[src/rtl/lpm_pkg.sv]
// Shared types for the low-power sequencer.
// Assumes: one mode register; all outputs are decoded from it.
package lpm_pkg;
    typedef enum logic [2:0] {
        ST_RUN   = 3'd0,
        ST_SLEEP = 3'd1,
        ST_DEEP  = 3'd2,
        ST_STBY  = 3'd3,
        ST_OSCW  = 3'd4
    } lpm_state_e;

    localparam logic [1:0] STAT_RUN   = 2'b00;
    localparam logic [1:0] STAT_SLEEP = 2'b10;
    localparam logic [1:0] STAT_DEEP  = 2'b11;
    localparam logic [1:0] STAT_STBY  = 2'b01;
endpackage

[src/rtl/lpm_wake.sv]
// Merges every wake source into one request.
// Assumes: the sources are already synchronous to clk; irl_level is zero when idle.
module lpm_wake #(
    parameter int NP   = 8,
    parameter int IRLW = 4
) (
    input  logic            nmi,
    input  logic [IRLW-1:0] irl_level,
    input  logic [NP-1:0]   periph_irq,
    input  logic [NP-1:0]   periph_irq_en,
    output logic            wake_any
);
    logic [NP-1:0] lane_hit;

    // Qualify each peripheral request with its own enable.
    for (genvar g = 0; g < NP; g++) begin : g_lane
        assign lane_hit[g] = periph_irq[g] & periph_irq_en[g];
    end

    // Any enabled source wakes the block.
    always_comb wake_any = nmi | (|irl_level) | (|lane_hit);
endmodule

[src/rtl/lpm_ctrl.sv]
// Mode state machine, standby guards, init pulse and sticky DMA error.
// Assumes: sleep_req is a strobe; a synchronous active-low reset forces running mode.
module lpm_ctrl
    import lpm_pkg::*;
(
    input  logic       clk,
    input  logic       rst_n,
    input  logic       sleep_req,
    input  logic       cfg_standby,
    input  logic       cfg_deep,
    input  logic       wdt_enable,
    input  logic       wdt_preset_loaded,
    input  logic       rtc_in_use,
    input  logic       dma_busy,
    input  logic       err_clear,
    input  logic       wake_any,
    input  logic       osc_stable,
    output lpm_state_e state,
    output logic       init_pulse,
    output logic       tmr_init,
    output logic       dma_err
);
    lpm_state_e nxt;
    logic       stby_req, stby_ok, err_set;

    // Standby request and its guards.
    always_comb begin
        stby_req = (state == ST_RUN) && sleep_req && cfg_standby;
        err_set  = stby_req && dma_busy;
        stby_ok  = stby_req && !dma_busy && !wdt_enable && wdt_preset_loaded;
    end

    // Next mode.
    always_comb begin
        nxt = state;
        unique case (state)
            ST_RUN: begin
                if (sleep_req) begin
                    if (cfg_standby) begin
                        if (stby_ok) nxt = ST_STBY;
                    end else if (cfg_deep) begin
                        nxt = ST_DEEP;
                    end else begin
                        nxt = ST_SLEEP;
                    end
                end
            end
            ST_SLEEP, ST_DEEP: if (wake_any) nxt = ST_RUN;
            ST_STBY:           if (wake_any) nxt = ST_OSCW;
            ST_OSCW:           if (osc_stable) nxt = ST_RUN;
            default:           nxt = ST_RUN;
        endcase
    end

    // Mode register and one-cycle entry pulses.
    always_ff @(posedge clk) begin
        if (!rst_n) begin
            state      <= ST_RUN;
            init_pulse <= 1'b0;
            tmr_init   <= 1'b0;
        end else begin
            state      <= nxt;
            init_pulse <= stby_ok;
            tmr_init   <= stby_ok && !rtc_in_use;
        end
    end

    // Sticky DMA error; a new error wins over a clear.
    always_ff @(posedge clk) begin
        if (!rst_n)          dma_err <= 1'b0;
        else if (err_set)    dma_err <= 1'b1;
        else if (err_clear)  dma_err <= 1'b0;
    end

    assert_pulse_single_R5: assert property (@(posedge clk) disable iff (!rst_n)
        init_pulse |=> !init_pulse);
    assert_pulse_on_entry_R5: assert property (@(posedge clk) disable iff (!rst_n)
        init_pulse |-> (state == ST_STBY) && ($past(state) == ST_RUN));
    assert_wdt_guard_R6: assert property (@(posedge clk) disable iff (!rst_n)
        ((state == ST_RUN) && sleep_req && cfg_standby && (wdt_enable || !wdt_preset_loaded))
        |=> state == ST_RUN);
    assert_dma_guard_R7: assert property (@(posedge clk) disable iff (!rst_n)
        ((state == ST_RUN) && sleep_req && cfg_standby && dma_busy) |=> (state == ST_RUN) && dma_err);
    assert_err_sticky_R7: assert property (@(posedge clk) disable iff (!rst_n)
        (dma_err && !err_clear) |=> dma_err);
    assert_wake_return_R8: assert property (@(posedge clk) disable iff (!rst_n)
        (((state == ST_SLEEP) || (state == ST_DEEP)) && wake_any) |=> state == ST_RUN);
    assert_stby_no_direct_run_R9: assert property (@(posedge clk) disable iff (!rst_n)
        (state == ST_STBY) |=> state != ST_RUN);
    assert_osc_hold_R9: assert property (@(posedge clk) disable iff (!rst_n)
        ((state == ST_OSCW) && !osc_stable) |=> state == ST_OSCW);
endmodule

[src/rtl/lpm_outdec.sv]
// Decodes the mode into clock enables and status pin code.
// Assumes: purely combinational; one enable per peripheral lane.
module lpm_outdec
    import lpm_pkg::*;
#(
    parameter int NP = 8
) (
    input  lpm_state_e    state,
    output logic          cpu_clk_en,
    output logic [NP-1:0] per_clk_en,
    output logic          ckout_en,
    output logic [1:0]    status
);
    logic per_on;

    // Mode to CPU clock, external clock and status code.
    always_comb begin
        cpu_clk_en = 1'b0;
        ckout_en   = 1'b0;
        per_on     = 1'b0;
        status     = STAT_STBY;
        unique case (state)
            ST_RUN:   begin cpu_clk_en = 1'b1; ckout_en = 1'b1; per_on = 1'b1; status = STAT_RUN;   end
            ST_SLEEP: begin ckout_en = 1'b1; per_on = 1'b1; status = STAT_SLEEP; end
            ST_DEEP:  begin per_on = 1'b1; status = STAT_DEEP; end
            default:  begin status = STAT_STBY; end
        endcase
    end

    // One gate enable per peripheral lane.
    for (genvar g = 0; g < NP; g++) begin : g_per
        assign per_clk_en[g] = per_on;
    end
endmodule

[src/rtl/lpm_sequencer.sv]
// Top of the low-power mode sequencer: wake merge, mode control, output decode.
// Assumes: all inputs synchronous to clk; the reset is synchronous and active low.
module lpm_sequencer
    import lpm_pkg::*;
#(
    parameter int NP   = 8,
    parameter int IRLW = 4
) (
    input  logic            clk,
    input  logic            rst_n,
    input  logic            sleep_req,
    input  logic            cfg_standby,
    input  logic            cfg_deep,
    input  logic            wdt_enable,
    input  logic            wdt_preset_loaded,
    input  logic            rtc_in_use,
    input  logic            dma_busy,
    input  logic            err_clear,
    input  logic            nmi,
    input  logic [IRLW-1:0] irl_level,
    input  logic [NP-1:0]   periph_irq,
    input  logic [NP-1:0]   periph_irq_en,
    input  logic            osc_stable,
    output logic            cpu_clk_en,
    output logic [NP-1:0]   per_clk_en,
    output logic            ckout_en,
    output logic [1:0]      status,
    output logic            per_init_pulse,
    output logic            tmr_start_init,
    output logic            dma_err
);
    logic       wake_any;
    lpm_state_e state;

    lpm_wake #(.NP(NP), .IRLW(IRLW)) u_wake (
        .nmi(nmi), .irl_level(irl_level), .periph_irq(periph_irq),
        .periph_irq_en(periph_irq_en), .wake_any(wake_any)
    );

    lpm_ctrl u_ctrl (
        .clk(clk), .rst_n(rst_n), .sleep_req(sleep_req), .cfg_standby(cfg_standby),
        .cfg_deep(cfg_deep), .wdt_enable(wdt_enable), .wdt_preset_loaded(wdt_preset_loaded),
        .rtc_in_use(rtc_in_use), .dma_busy(dma_busy), .err_clear(err_clear),
        .wake_any(wake_any), .osc_stable(osc_stable), .state(state),
        .init_pulse(per_init_pulse), .tmr_init(tmr_start_init), .dma_err(dma_err)
    );

    lpm_outdec #(.NP(NP)) u_dec (
        .state(state), .cpu_clk_en(cpu_clk_en), .per_clk_en(per_clk_en),
        .ckout_en(ckout_en), .status(status)
    );

    assert_stby_clocks_R4: assert property (@(posedge clk) disable iff (!rst_n)
        (status == STAT_STBY) |-> !cpu_clk_en && (per_clk_en == '0) && !ckout_en);
    assert_sleep_only_from_run_R11: assert property (@(posedge clk) disable iff (!rst_n)
        $rose(status == STAT_SLEEP) |-> $past(cpu_clk_en));
endmodule

[config.mk]
export PLATFORM = sky130hd
export DESIGN_NAME = lpm_sequencer
export DESIGN_NICKNAME = d
export VERILOG_FILES = /design/src/rtl/lpm_pkg.sv /design/src/rtl/lpm_wake.sv /design/src/rtl/lpm_ctrl.sv /design/src/rtl/lpm_outdec.sv /design/src/rtl/lpm_sequencer.sv
export SDC_FILE = /design/constraint.sdc
export NUM_CORES = 1
export LEC_CHECK = 0
export CAP_MARGIN = 20
export CELL_PAD_IN_SITES_DETAIL_PLACEMENT = 1
export CELL_PAD_IN_SITES_GLOBAL_PLACEMENT = 1
export CORE_AREA = 2 2 39 41
export DETAILED_ROUTE_END_ITERATION = 12
export DIE_AREA = 0 0 41 43
export DONT_BUFFER_PORTS = 1
export PLACE_DENSITY = 0.74
export SLEW_MARGIN = 10
export SYNTH_ARGS = -nofsm -noshare
export SYNTH_HDL_FRONTEND = slang
export SYNTH_HIERARCHICAL = 1
export SYNTH_SLANG_ARGS = --single-unit
[constraint.sdc]
create_clock -name clk -period 1.7 [get_ports clk]
set_input_delay 0.34 -clock clk [delete_from_list [all_inputs] [get_ports clk]]
set_output_delay 0.34 -clock clk [all_outputs]
set_load 0.005 [all_outputs]
==> results of run 1 <==
==> registers in the layout (all words and copies together) (netlist names) <==
name / cells
u_ctrl/init_pulse: 1
u_ctrl/dma_err: 1
u_ctrl/tmr_init: 1
u_ctrl/state: 3
==> stage by stage <==
step | util | power, uW | area [um2] | hold slack (ns) | setup slack, ns
floorplan | - | 176 | 403 | 0.408 | 0.425
global placement | 0.268 | 178 | 370 | 0.409 | 0.345
detailed placement | 0.268 | 179 | 370 | 0.410 | 0.314
CTS | 0.284 | 312 | 393 | 0.153 | 0.380
global route | 0.284 | 326 | 393 | 0.143 | 0.296
finish | 0.284 | 308 | 393 | 0.161 | 0.375
==> worst max-delay path, delay by kind of cell (launching register included) <==
kind,cells,cell delay [ns]
compound gates,1,0.10
buf+inv,1,0.19
flops,1,0.45
==> synth_stat cells (all sizes together) <==
cell	count
dfxtp	6
a21oi	2
a221oi	1
xnor2	1
nand4b	2
inv	2
a211o	1
a22o	1
nand3b	2
a222oi	1
nor4bb	1
a21boi	1
nor3b	1
nor3	1
nor2	7
buf	8
o21ai	3
nand2	3
nand3	1
or4b	1
nor4	1
==> power groups by stage <==
stage               Clock, uW  Combinational, uW  Sequential (uW)
floorplan                   0               26.0              150
finish                    132               27.5              148
CTS                       136               28.0              148
global route              146               31.1              148
detailed placement          0               28.0              151
global placement            0               27.2              151
==> final cells by class <==
class                   count  area, um2  area share
multi-input cells          31        215       0.548
inverters                   2       7.51      0.0191
flip-flops and latches      6        120       0.306
repair buffers              1       7.51      0.0191
clock buffers               3       22.5      0.0573
well taps                  16       20.0      0.0510
==> kinds of logic (layout without fill, tap and decap cells) <==
kind of cell    after synthesis  in the layout
compound gates               10             10
buf+inv                      10              6
xor+xnor                      1              1
flops                         6              6
simple gates                 20             20
==> metal layers <==
metal  vias up  GRT usage  routed length [um]
met4         0     0.0600                   0
met5         -          0                   0
met2        15      0.153                 440
met3         0     0.0262                  77
li1        155          -                   -
met1       149      0.119                 314
==> worst paths after layout <==
kind                                       from         endpoint  slack [ns]  cells past startpoint
worst max-delay path            u_ctrl/state[1]    per_clk_en[1]        0.38                      2
worst min-delay path                 rtc_in_use  u_ctrl/tmr_init        0.16                      1
worst max register to register  u_ctrl/state[1]  u_ctrl/state[0]        0.64                      3
worst min register to register   u_ctrl/dma_err   u_ctrl/dma_err        0.52                      2
==> impl_metrics.ini, run 1 <==
[power]
leakagePower_uw = 0.000132
power.net_switching_uw = 68.6
p_clk_frac = 0.429
switching_share = 0.223
power_frac_seq = 0.481
ir_worst_vdd_mv = 0.293
comb_power_share = 0.089
power_density_nw_per_um2 = 783
p_int_uw = 239

[grt]
grt_pass1_vias = 305
antenna_found_initial = 0
grt_max_degree = 9
grt.total_usage = 0.100
grt_pass1_wl_um = 1240
grt_remaining_overflow = 0

[worst_setup_path]
crit_type = reg2out
start_kind = register
critPathMaxFanout = 8
crit_slowest_cell = dfxtp_1
max_stage_delay_ns = 0.45
arrival_ns = 0.98
critical_path_required_ns = 1.36
end_kind = output port
path_cells = a21oi_1 -> buf_4

[die]
die_h_um = 43
rows = 14
fp.dieW_um = 41
die_area_um2 = 1760
coreArea_um2 = 1380
initial_core_util = 0.291
io_pins = 47

[timing]
hold_violations = 0
final.period_utilization = 0.779
finClkSkew_ns = 0.000384
fmax_mhz = 755
rsz0062_at_grt = no
drv_slew = 0
maxSlewHeadroom = 0.757
finalSetupTns_ns = 0
setup-violations-final = 0
fin_crit_ns = 1.32
worst_slew_pin_slew_ns = 0.359

[yosys]
ys_seq_elements = 6
synth_cells = 47
ys_types = 23
synth_xor_area_frac = 0.0217
yosys.area_share.simple = 0.326
muxShareOfSynthArea = 0
synthTopCellsByArea = dfxtp_1, buf_4, nor2_1
synth_top_family_by_area = simple AND/OR/NAND/NOR gates
synth-seq-area-share = 0.298
synth_area_leader_cell = dfxtp_1
synth_top_area_frac = 0.298
syn-cell-area_um2 = 403
syn_nets = 79
yosysWarnings = 6
synth_fa_ha_area_frac = 0
avgSynthCellArea_um2 = 8.57
synth_compound_area_frac = 0.186

[clocking]
cts_tree = built
post_cts_resized = 0
ctsRootBufferMaster = clkbuf_4
post-cts-setup-buffers = 0
htree_levels = 1
clkLatencyLatePin_ns = 0.24
clock_path_buffers = 2
clk_pin_slew_ns = 0.05
cts_made_buffers = 3
hold_buffers = 0
cts.sinks = 6

[cells_and_area]
drive_above_1_share = 0.233
fill_cells = 171
most-common-layout-cells = nor2_1, dfxtp_1, clkbuf_4, nand2_1, o21ai_0
nets = 77
num_antenna_cells = 0
layout.cells.non_filler = 59
syn_to_final_growth_pct = -2.48

[route]
routed_wl_um = 833
viasPerCell = 5.41
drtIter0Drc = 4
drtAntennaViolNets = 0
drc_errors = 0
drt-wirelength-per-cell_um = 14.1
dr.pass1.iters = 4
num_vias = 319

[run]
cap_violations = 0

[placed_design]
hpwl_um = 703
placed_cells = 56
io_buffers = 0
gp_congestion = 0.707

[status]
status = finished clean

[min_path]
hp-class = in2reg
No activity file was read; power rests on OpenSTA's default activity.
==> run 2: changes to the inputs <==
--- a/config.mk
+++ b/config.mk
@@ -8,11 +8,11 @@
 export CAP_MARGIN = 20
 export CELL_PAD_IN_SITES_DETAIL_PLACEMENT = 1
 export CELL_PAD_IN_SITES_GLOBAL_PLACEMENT = 1
-export CORE_AREA = 2 2 39 41
+export CORE_MARGIN = 2
+export CORE_UTILIZATION = 31
 export DETAILED_ROUTE_END_ITERATION = 12
-export DIE_AREA = 0 0 41 43
 export DONT_BUFFER_PORTS = 1
-export PLACE_DENSITY = 0.74
+export PLACE_DENSITY = 0.77
 export SLEW_MARGIN = 10
 export SYNTH_ARGS = -nofsm -noshare
 export SYNTH_HDL_FRONTEND = slang
==> constraint.sdc (replaced) <==
create_clock -name clk -period 1.2 [get_ports clk]
set_input_delay 0.24 -clock clk [delete_from_list [all_inputs] [get_ports clk]]
set_output_delay 0.24 -clock clk [all_outputs]
set_load 0.005 [all_outputs]
==> impl_metrics.ini, run 2 (synthesis gave the netlist of run 1 again) <==
[status]
status = finished clean

[cells_and_area]
largest_reg_flops = 3
syn_to_final_growth_pct = 4.04
fin_area_um2 = 419
most-common-layout-cells = nor2_1, clkbuf_4, nand2_1, o21ai_0, dfxtp_1
nets = 77
drive_above_1_share = 0.395
final_common_cell = nor2_1
fin_util = 0.363
num_antenna_cells = 0
regMostFlops = u_ctrl/state

[route]
drc_errors = 0
dr.pass1.iters = 4
routed_wl_um = 792
viasPerCell = 5.61
drt-wirelength-per-cell_um = 13.9
drtAntennaViolNets = 0
drtIter0Drc = 1
num_vias = 320

[timing]
fin_crit_ns = 1.16
fmax_mhz = 865
rsz0062_at_grt = yes
maxSlewHeadroom = 0.773
worst_slew_pin_slew_ns = 0.336
final.period_utilization = 0.963
hold_violations = 0
drv_slew = 0
setup-violations-final = 0
timing.final.ws_setup_ns = 0.0441
finClkSkew_ns = 0.000273
finalSetupTns_ns = 0

[die]
die_area_um2 = 1600
fp.dieW_um = 40.1
io_pins = 47
initial_core_util = 0.348
coreArea_um2 = 1160
die_h_um = 40.1
rows = 12

[worst_setup_path]
arrival_ns = 0.92
path_buf_inv = 1
critPathMaxFanout = 8
max_stage_delay_ns = 0.37
critical_path_required_ns = 0.96
start_kind = register
critical_path.top_delay_family = flip-flops
path_cells = a21oi_2 -> buf_6
crit_slowest_cell = dfxtp_4
crit_type = reg2out
end_kind = output port

[grt]
grt.total_usage = 0.112
met1_usage = 0.127
grt_max_degree = 9
grt_pass1_wl_um = 1150
grt_pass1_vias = 294
met3_usage = 0.0556
grtUsageMet2 = 0.173
top_usage_layer = met2
grt_remaining_overflow = 0
antenna_found_initial = 0

[clocking]
clock_path_buffers = 2
post-cts-setup-buffers = 0
cts_tree = built
hold_buffers = 0
clk_pin_slew_ns = 0.04
ctsRootBufferMaster = clkbuf_4
cts_made_buffers = 3
htree_levels = 1
cts.sinks = 6
clkLatencyLatePin_ns = 0.24

[placed_design]
dpl_worst_slack_ns = -0.0876
place_area_um2 = 368
io_buffers = 0
hpwl_um = 648
gp_congestion = 0.702

[power]
power.net_switching_uw = 96.7
power_frac_seq = 0.479
comb_power_share = 0.095
power_density_nw_per_um2 = 1040
p_clk_frac = 0.426
switching_share = 0.223
p_int_uw = 338
ir_worst_vdd_mv = 0.595
leakagePower_uw = 0.000138

[run]
cap_violations = 0

[min_path]
hp-class = in2reg
[run 2: worst paths after layout]
path              depth (start not counted)  slack, ns       startpoint              end
setup / recovery                          2       0.04  u_ctrl/state[1]    per_clk_en[0]
hold / removal                            1       0.06       rtc_in_use  u_ctrl/tmr_init
setup reg to reg                          3       0.13  u_ctrl/state[0]  u_ctrl/state[1]
hold reg to reg                           2       0.51   u_ctrl/dma_err   u_ctrl/dma_err
[run 2: stage by stage]
| stage | cells | hold slack (ns) | total power (uW) |
|---|---|---|---|
| after floorplan | 47 | 0.308 | 249 |
| after global placement | 54 | 0.310 | 252 |
| after detailed placement | 54 | 0.310 | 253 |
| after CTS | 57 | 0.0507 | 442 |
| after global routing | 57 | 0.0352 | 471 |
| final | 57 | 0.0579 | 434 |
[run 2: power groups by stage]
stage	Clock [uW]	Combinational, uW	Sequential (uW)
floorplan	0	36.9	212
global placement	0	38.4	213
detailed placement	0	39.3	214
CTS	192	39.6	210
global route	215	47.2	208
finish	185	41.3	208
[run 2: cell type report]
class	instances	area [um2]
sequential	6	129
clock buffer	3	22.5
fill	137	737
timing repair buffer	1	11.3
tap	14	17.5
multi-input combinational	31	231
inverter	2	7.51
[run 2: timing repair]
action	4_1_cts	5_1_grt
setup endpoints to repair	9	11
resized for setup	3	8
pin swaps	1	1
[run 2: worst register-to-register path: stages (launching register included)]
cell and delay (ns):
dfxtp_4 0.36, nor2_1 0.15, nand4b_1 0.26, o21ai_0 0.22
[run 2: routing by layer]
layer	vias up	part of all wire
li1	158	-
met1	148	0.36
met2	14	0.55
met3	0	0.095
met4	0	0
met5	-	0
